[src/rtl/rst_ctrl_pkg.sv]
// Package: shared domain indices for the reset domain controller.
// Assumes: exactly two software-controlled reset domains, device then serial.
package rst_ctrl_pkg;
    typedef enum int unsigned {
        DOM_DEV = 0,
        DOM_SER = 1
    } rst_dom_e;

    localparam int unsigned NUM_DOM = 2;
endpackage

[src/rtl/rst_pin_sync.sv]
// Module: rst_pin_sync
// Synchronizes the board reset pin. Assertion is asynchronous and release
// is synchronous after STAGES rising edges.
// Assumes: the only flops in the block reset asynchronously; all others use
// the synchronous active-low output of this module.
module rst_pin_sync #(
    parameter int unsigned STAGES = 2
) (
    input  logic clk,
    input  logic pin_n,
    output logic rst_n
);
    logic [STAGES-1:0] stage_q;

    // Shift ones in while the pin is high; clear immediately when it drops.
    always_ff @(posedge clk or negedge pin_n) begin
        if (!pin_n) stage_q <= '0;
        else        stage_q <= {stage_q[STAGES-2:0], 1'b1};
    end

    assign rst_n = stage_q[STAGES-1];
endmodule

[src/rtl/rst_sticky_bit.sv]
// Module: rst_sticky_bit
// One software reset bit: it keeps its value until a write changes it or a
// clear arrives. A clear outranks a write in the same cycle.
// Assumes: clr is synchronous to clk.
module rst_sticky_bit (
    input  logic clk,
    input  logic clr,
    input  logic wr,
    input  logic din,
    output logic q
);
    // Hold, load on write, or clear when the enclosing reset is active.
    always_ff @(posedge clk) begin
        if (clr)     q <= 1'b0;
        else if (wr) q <= din;
    end
endmodule

[src/rtl/rst_done_timer.sv]
// Module: rst_done_timer
// Counts LIMIT quiet cycles after every reset source has been released, then
// raises done. Any active source restarts the count.
// Assumes: LIMIT >= 1; rst_n is the synchronous active-low block reset.
module rst_done_timer #(
    parameter int unsigned LIMIT = 250000
) (
    input  logic clk,
    input  logic rst_n,
    input  logic busy,
    output logic done
);
    localparam int unsigned CNT_W = $clog2(LIMIT + 1);
    localparam logic [CNT_W-1:0] LAST = CNT_W'(LIMIT - 1);

    logic [CNT_W-1:0] cnt_q;

    // Restart on reset or busy; otherwise count until done latches.
    always_ff @(posedge clk) begin
        if (!rst_n || busy) begin
            cnt_q <= '0;
            done  <= 1'b0;
        end else if (!done) begin
            cnt_q <= cnt_q + 1'b1;
            done  <= (cnt_q == LAST);
        end
    end
endmodule

[src/rtl/rst_domain_ctrl.sv]
// Module: rst_domain_ctrl (top)
// Builds the device and serial-domain resets from the board pin and sticky
// software bits, drives the queue-pointer strobe, the bus high-impedance
// control, low-power flags and a reset-complete flag.
// Assumes: the write port is synchronous to clk; data bit CTRL_BIT is the
// control bit; DONE_CYCLES is the completion wait in clk cycles.
module rst_domain_ctrl
    import rst_ctrl_pkg::*;
#(
    parameter int unsigned ADDR_W      = 4,
    parameter int unsigned DATA_W      = 8,
    parameter int unsigned CTRL_BIT    = 0,
    parameter int unsigned ADDR_DEV    = 0,
    parameter int unsigned ADDR_SER    = 1,
    parameter int unsigned ADDR_QPR    = 2,
    parameter int unsigned SYNC_STAGES = 2,
    parameter int unsigned DONE_CYCLES = 250000
) (
    input  logic              clk,
    input  logic              ext_rst_n,
    input  logic              wr_en,
    input  logic [ADDR_W-1:0] wr_addr,
    input  logic [DATA_W-1:0] wr_data,
    output logic              glb_rst,
    output logic              ser_rst,
    output logic              qptr_rst,
    output logic [1:0]        low_pwr,
    output logic              bus_hiz,
    output logic              rst_done
);
    localparam logic [ADDR_W-1:0] A_DEV = ADDR_W'(ADDR_DEV);
    localparam logic [ADDR_W-1:0] A_SER = ADDR_W'(ADDR_SER);
    localparam logic [ADDR_W-1:0] A_QPR = ADDR_W'(ADDR_QPR);

    logic               pin_rst_n;
    logic [NUM_DOM-1:0] sw_q;
    logic [NUM_DOM-1:0] dom_wr;
    logic [NUM_DOM-1:0] dom_clr;
    logic               qpr_q;

    rst_pin_sync #(.STAGES(SYNC_STAGES)) u_sync (
        .clk   (clk),
        .pin_n (ext_rst_n),
        .rst_n (pin_rst_n)
    );

    // Decode the write location per domain and pick each domain's clear source.
    always_comb begin
        dom_wr[DOM_DEV]  = wr_en && (wr_addr == A_DEV);
        dom_wr[DOM_SER]  = wr_en && (wr_addr == A_SER);
        dom_clr[DOM_DEV] = !pin_rst_n;
        dom_clr[DOM_SER] = glb_rst;
    end

    for (genvar d = 0; d < NUM_DOM; d++) begin : g_dom
        rst_sticky_bit u_bit (
            .clk (clk),
            .clr (dom_clr[d]),
            .wr  (dom_wr[d]),
            .din (wr_data[CTRL_BIT]),
            .q   (sw_q[d])
        );
    end

    // Queue-pointer strobe: one cycle after each write to its location.
    always_ff @(posedge clk) begin
        if (!pin_rst_n) qpr_q <= 1'b0;
        else            qpr_q <= wr_en && (wr_addr == A_QPR);
    end

    // Combine sources into the nested domain resets and status outputs.
    always_comb begin
        glb_rst  = !pin_rst_n || sw_q[DOM_DEV];
        ser_rst  = glb_rst || sw_q[DOM_SER];
        bus_hiz  = !pin_rst_n;
        low_pwr  = {ser_rst, glb_rst};
        qptr_rst = qpr_q;
    end

    rst_done_timer #(.LIMIT(DONE_CYCLES)) u_timer (
        .clk   (clk),
        .rst_n (pin_rst_n),
        .busy  (ser_rst),
        .done  (rst_done)
    );
endmodule

[config.mk]
export PLATFORM = sky130hd
export DESIGN_NAME = rst_domain_ctrl
export DESIGN_NICKNAME = d
export VERILOG_FILES = /design/src/rtl/rst_ctrl_pkg.sv /design/src/rtl/rst_pin_sync.sv /design/src/rtl/rst_sticky_bit.sv /design/src/rtl/rst_done_timer.sv /design/src/rtl/rst_domain_ctrl.sv
export SDC_FILE = /design/constraint.sdc
export NUM_CORES = 1
export LEC_CHECK = 0
export BUFFER_PORTS_ARGS = -buffer_cell sky130_fd_sc_hd__buf_2
export CAP_MARGIN = 20
export CORE_ASPECT_RATIO = 1.5
export CORE_MARGIN = 2
export CORE_UTILIZATION = 45
export DETAILED_ROUTE_END_ITERATION = 7
export PLACE_DENSITY_LB_ADDON = 0.08
export SLEW_MARGIN = 20
export SYNTH_ARGS = -nofsm -noshare
export SYNTH_HDL_FRONTEND = slang
export SYNTH_SLANG_ARGS = --single-unit
[constraint.sdc]
create_clock -name clk -period 5.13 [get_ports clk]
set_input_delay 0.2565 -clock clk [delete_from_list [all_inputs] [get_ports clk]]
set_output_delay 0.2565 -clock clk [all_outputs]
set_load 0.005 [all_outputs]
==> flow_metrics.env <==
export IMPL_multi_input_area_um2=543
export IMPL_synth_avg_cell_area_um2=8.94
export IMPL_die_x_um=44.2
export IMPL_hold_depth=2
export IMPL_crit_required_ns=5.38
export IMPL_grt_pass1_wl_mm=3.54
export IMPL_clk_pin_slew_ns=0.12
export IMPL_min_period_over_period=0.400
export IMPL_cts_max_level=1
export IMPL_drtAntennaViolNets=0
export IMPL_grt_pass1_vias=864
export IMPL_end_kind="flop"
export IMPL_cts_resized_gates=0
export IMPL_synth_async_reset_ratio=0.0833
export IMPL_finalSetupViolCount=0
export IMPL_finalWorstSetupSlack_ns=3.08
export IMPL_reg2reg_depth=5
export IMPL_ys_seq_area_frac=0.450
export IMPL_vias_per_cell=5.50
export IMPL_antenna_cells=0
export IMPL_crit_cells=5
export IMPL_outcome="complete, no violations"
export IMPL_track_usage=0.165
export IMPL_grt_max_degree=22
export IMPL_vias=869
export IMPL_cts_tree="built"
export IMPL_clock_path_buffers=2
export IMPL_drc=0
export IMPL_wirelength_mm=1.97
export IMPL_hold_viol_final=0
export IMPL_synthFlopType="dfxtp_1"
export IMPL_core_um2=2260
export IMPL_leakagePower_nw=0.452
export IMPL_slowest_delay_ns=0.67
export IMPL_ir_drop_v=0.000178
export IMPL_critical_path_peak_fanout=7
export IMPL_wl_per_cell_um=12.5
export IMPL_register_area_um2=490
export IMPL_setup_tns_ns=0
export IMPL_grt_setup_unrepaired="no"
export IMPL_synth_area_um2=1090
export IMPL_powerDensity_nw_per_um2=248
export IMPL_cts_made_buffers=3
export IMPL_insertion_delay_ns=0.31
export IMPL_crit_buf_inv=0
export IMPL_antenna_found_initial=0
export IMPL_yosys_top_cells_area="dfxtp_1 (40%), xnor2_1 (4.8%), a21oi_1 (4.6%)"
export IMPL_clock_skew_ns=0.00291
export IMPL_hold_path_class="in -> reg"
export IMPL_max_freq_ghz=0.487
export IMPL_synth_nets=138
export IMPL_ios=22
export IMPL_worst_setup_path_type="reg -> reg"
export IMPL_row_count=21
export IMPL_synth_most_common_cell="dfxtp_1"
export IMPL_path_cells="ha_1 -> nand2_1 -> or4_1 -> or3_1 -> a21oi_1"
export IMPL_hold_start="wr_addr[0]"
export IMPL_yosys_area_top_type="dfxtp_1"
export IMPL_ys_types=34
export IMPL_place_gp_congestion=0.820
export IMPL_cts_hold_buf=1
export IMPL_final_max_slew_viol_count=0
export IMPL_fillers=234
export IMPL_fp_dieArea_um2=2840
export IMPL_startpoint="u_timer.cnt_q[0]$_SDFFE_PP0N_"
export IMPL_max_cap_viol_count=0
export IMPL_post_cts_buffers=0
export IMPL_syn_to_final_growth_pct=8.83
export IMPL_cp_slowest_cell="or4_1"
export IMPL_first_pass_iters=4
export IMPL_dpl_hpwl_mm=1.47
export IMPL_start_util=0.483
export IMPL_min_period_ns=2.05
export IMPL_worstPathArrival_ns=2.30
export IMPL_chipHeight_um=64.3
export IMPL_cts_sinks=24
export IMPL_drtIter0Drc=10
export IMPL_synth_edf_count=0
export IMPL_synth_seq_cells=24
export IMPL_cp_top_family="simple AND/OR/NAND/NOR gates"
export IMPL_pre_cts_slack_ns=3.12
export IMPL_synth_top_area_frac=0.404
export IMPL_cts_root_buf="clkbuf_4"
export IMPL_yosys_top_cells_count="dfxtp_1 (22), nor2_1 (12), a21oi_1 (10), nand2_1 (7), o21ai_0 (7)"
export IMPL_synthCells=122
export IMPL_portBuffers=14
export IMPL_r2r_start="u_timer.cnt_q[0]$_SDFFE_PP0N_"
export IMPL_critPathLaunchType="flop"
export IMPL_ys_warn_count=0
export IMPL_overflow=0
export IMPL_final_layout_size_suffix_gt1_frac=0.193
export IMPL_nets=152
## cell type report
type                            instances  share of cell area
Clock buffer                            4              0.0221
Timing Repair Buffer                   15              0.0674
Inverter                                5              0.0158
Tap cell                               23              0.0242
Multi-Input combinational cell         87               0.457
Sequential cell                        24               0.413
## registers in the layout, summed over array words and instances, names as in the netlist
| name | cells |
|---|---|
| qptr_rst | 1 |
| g_dom.u_bit.q | 2 |
| u_timer.done | 1 |
| u_sync.stage_q | 2 |
| u_timer.cnt_q | 18 |
## final timing paths
path                                                   to  slack, ns
setup / recovery           u_timer.cnt_q[12]$_SDFFE_PP0N_       3.08
hold / removal                        qptr_rst$_SDFF_PN0_       0.14
setup reg to reg           u_timer.cnt_q[12]$_SDFFE_PP0N_       3.08
hold reg to reg               u_sync.stage_q[1]$_DFF_PN0_       0.38
max in group asynchronous     u_sync.stage_q[1]$_DFF_PN0_       4.80
min in group asynchronous     u_sync.stage_q[0]$_DFF_PN0_       0.24
## cell usage in the layout (no fill, tap or decap), drive strengths merged, types with 2 or more instances in the layout
cell type  netlist  routed
or4              3       3
o21ai            7       7
nor2            12      12
dfrtp            2       2
mux2i            2       2
xor2             3       3
nand3            6       6
or3              7       7
and2b            2       2
xnor2            6       6
a21oi           10      10
clkbuf           2       4
nor3             5       5
inv              5       5
nand4            3       3
buf              4      14
dfxtp           22      22
nand2            7       7
o31ai            2       2
## worst register-to-register path, delay by kind of cell, from the launching register on
kind	cells	cell delay [ns]
AOI/OAI and AO/OA	1	0.14
adders and majority gates	1	0.22
DFF	1	0.43
and+or+nand+nor	3	1.21
## power breakdown
part / internal [mW] / total, mW / switching [mW]
clock network: 0.0304 / 0.0844 / 0.0540
registers: 0.190 / 0.193 / 0.00342
logic: 0.00825 / 0.0173 / 0.00908
## metal layers
layer	track usage	wire, um	vias up
li1	-	-	450
met4	0.0909	48	0
met5	0	0	-
met2	0.279	994	7
met1	0.185	891	407
met3	0.0339	37	5
## logic make-up after synthesis
group	synth area share
flip-flops	0.450
AND/OR/NAND/NOR	0.300
AO/OA/AOI/OAI	0.0917
other	0.00344
adder cells (fa/ha/maj)	0.0115
buffers and inverters	0.0527
multiplexers	0.0183
XOR/XNOR	0.0723
## through the flow
step                power [mW]  instance area, um^2   util  std cells  hold slack (ns)
floorplan                0.208                 1090      -        122          -0.0391
global placement         0.214                 1150  0.509        153           0.0402
detailed placement       0.215                 1150  0.509        153           0.0442
CTS                      0.300                 1190  0.525        158            0.129
global route             0.309                 1190  0.525        158            0.137
finish                   0.295                 1190  0.525        158            0.141
Power figures use the tool's default switching activity.
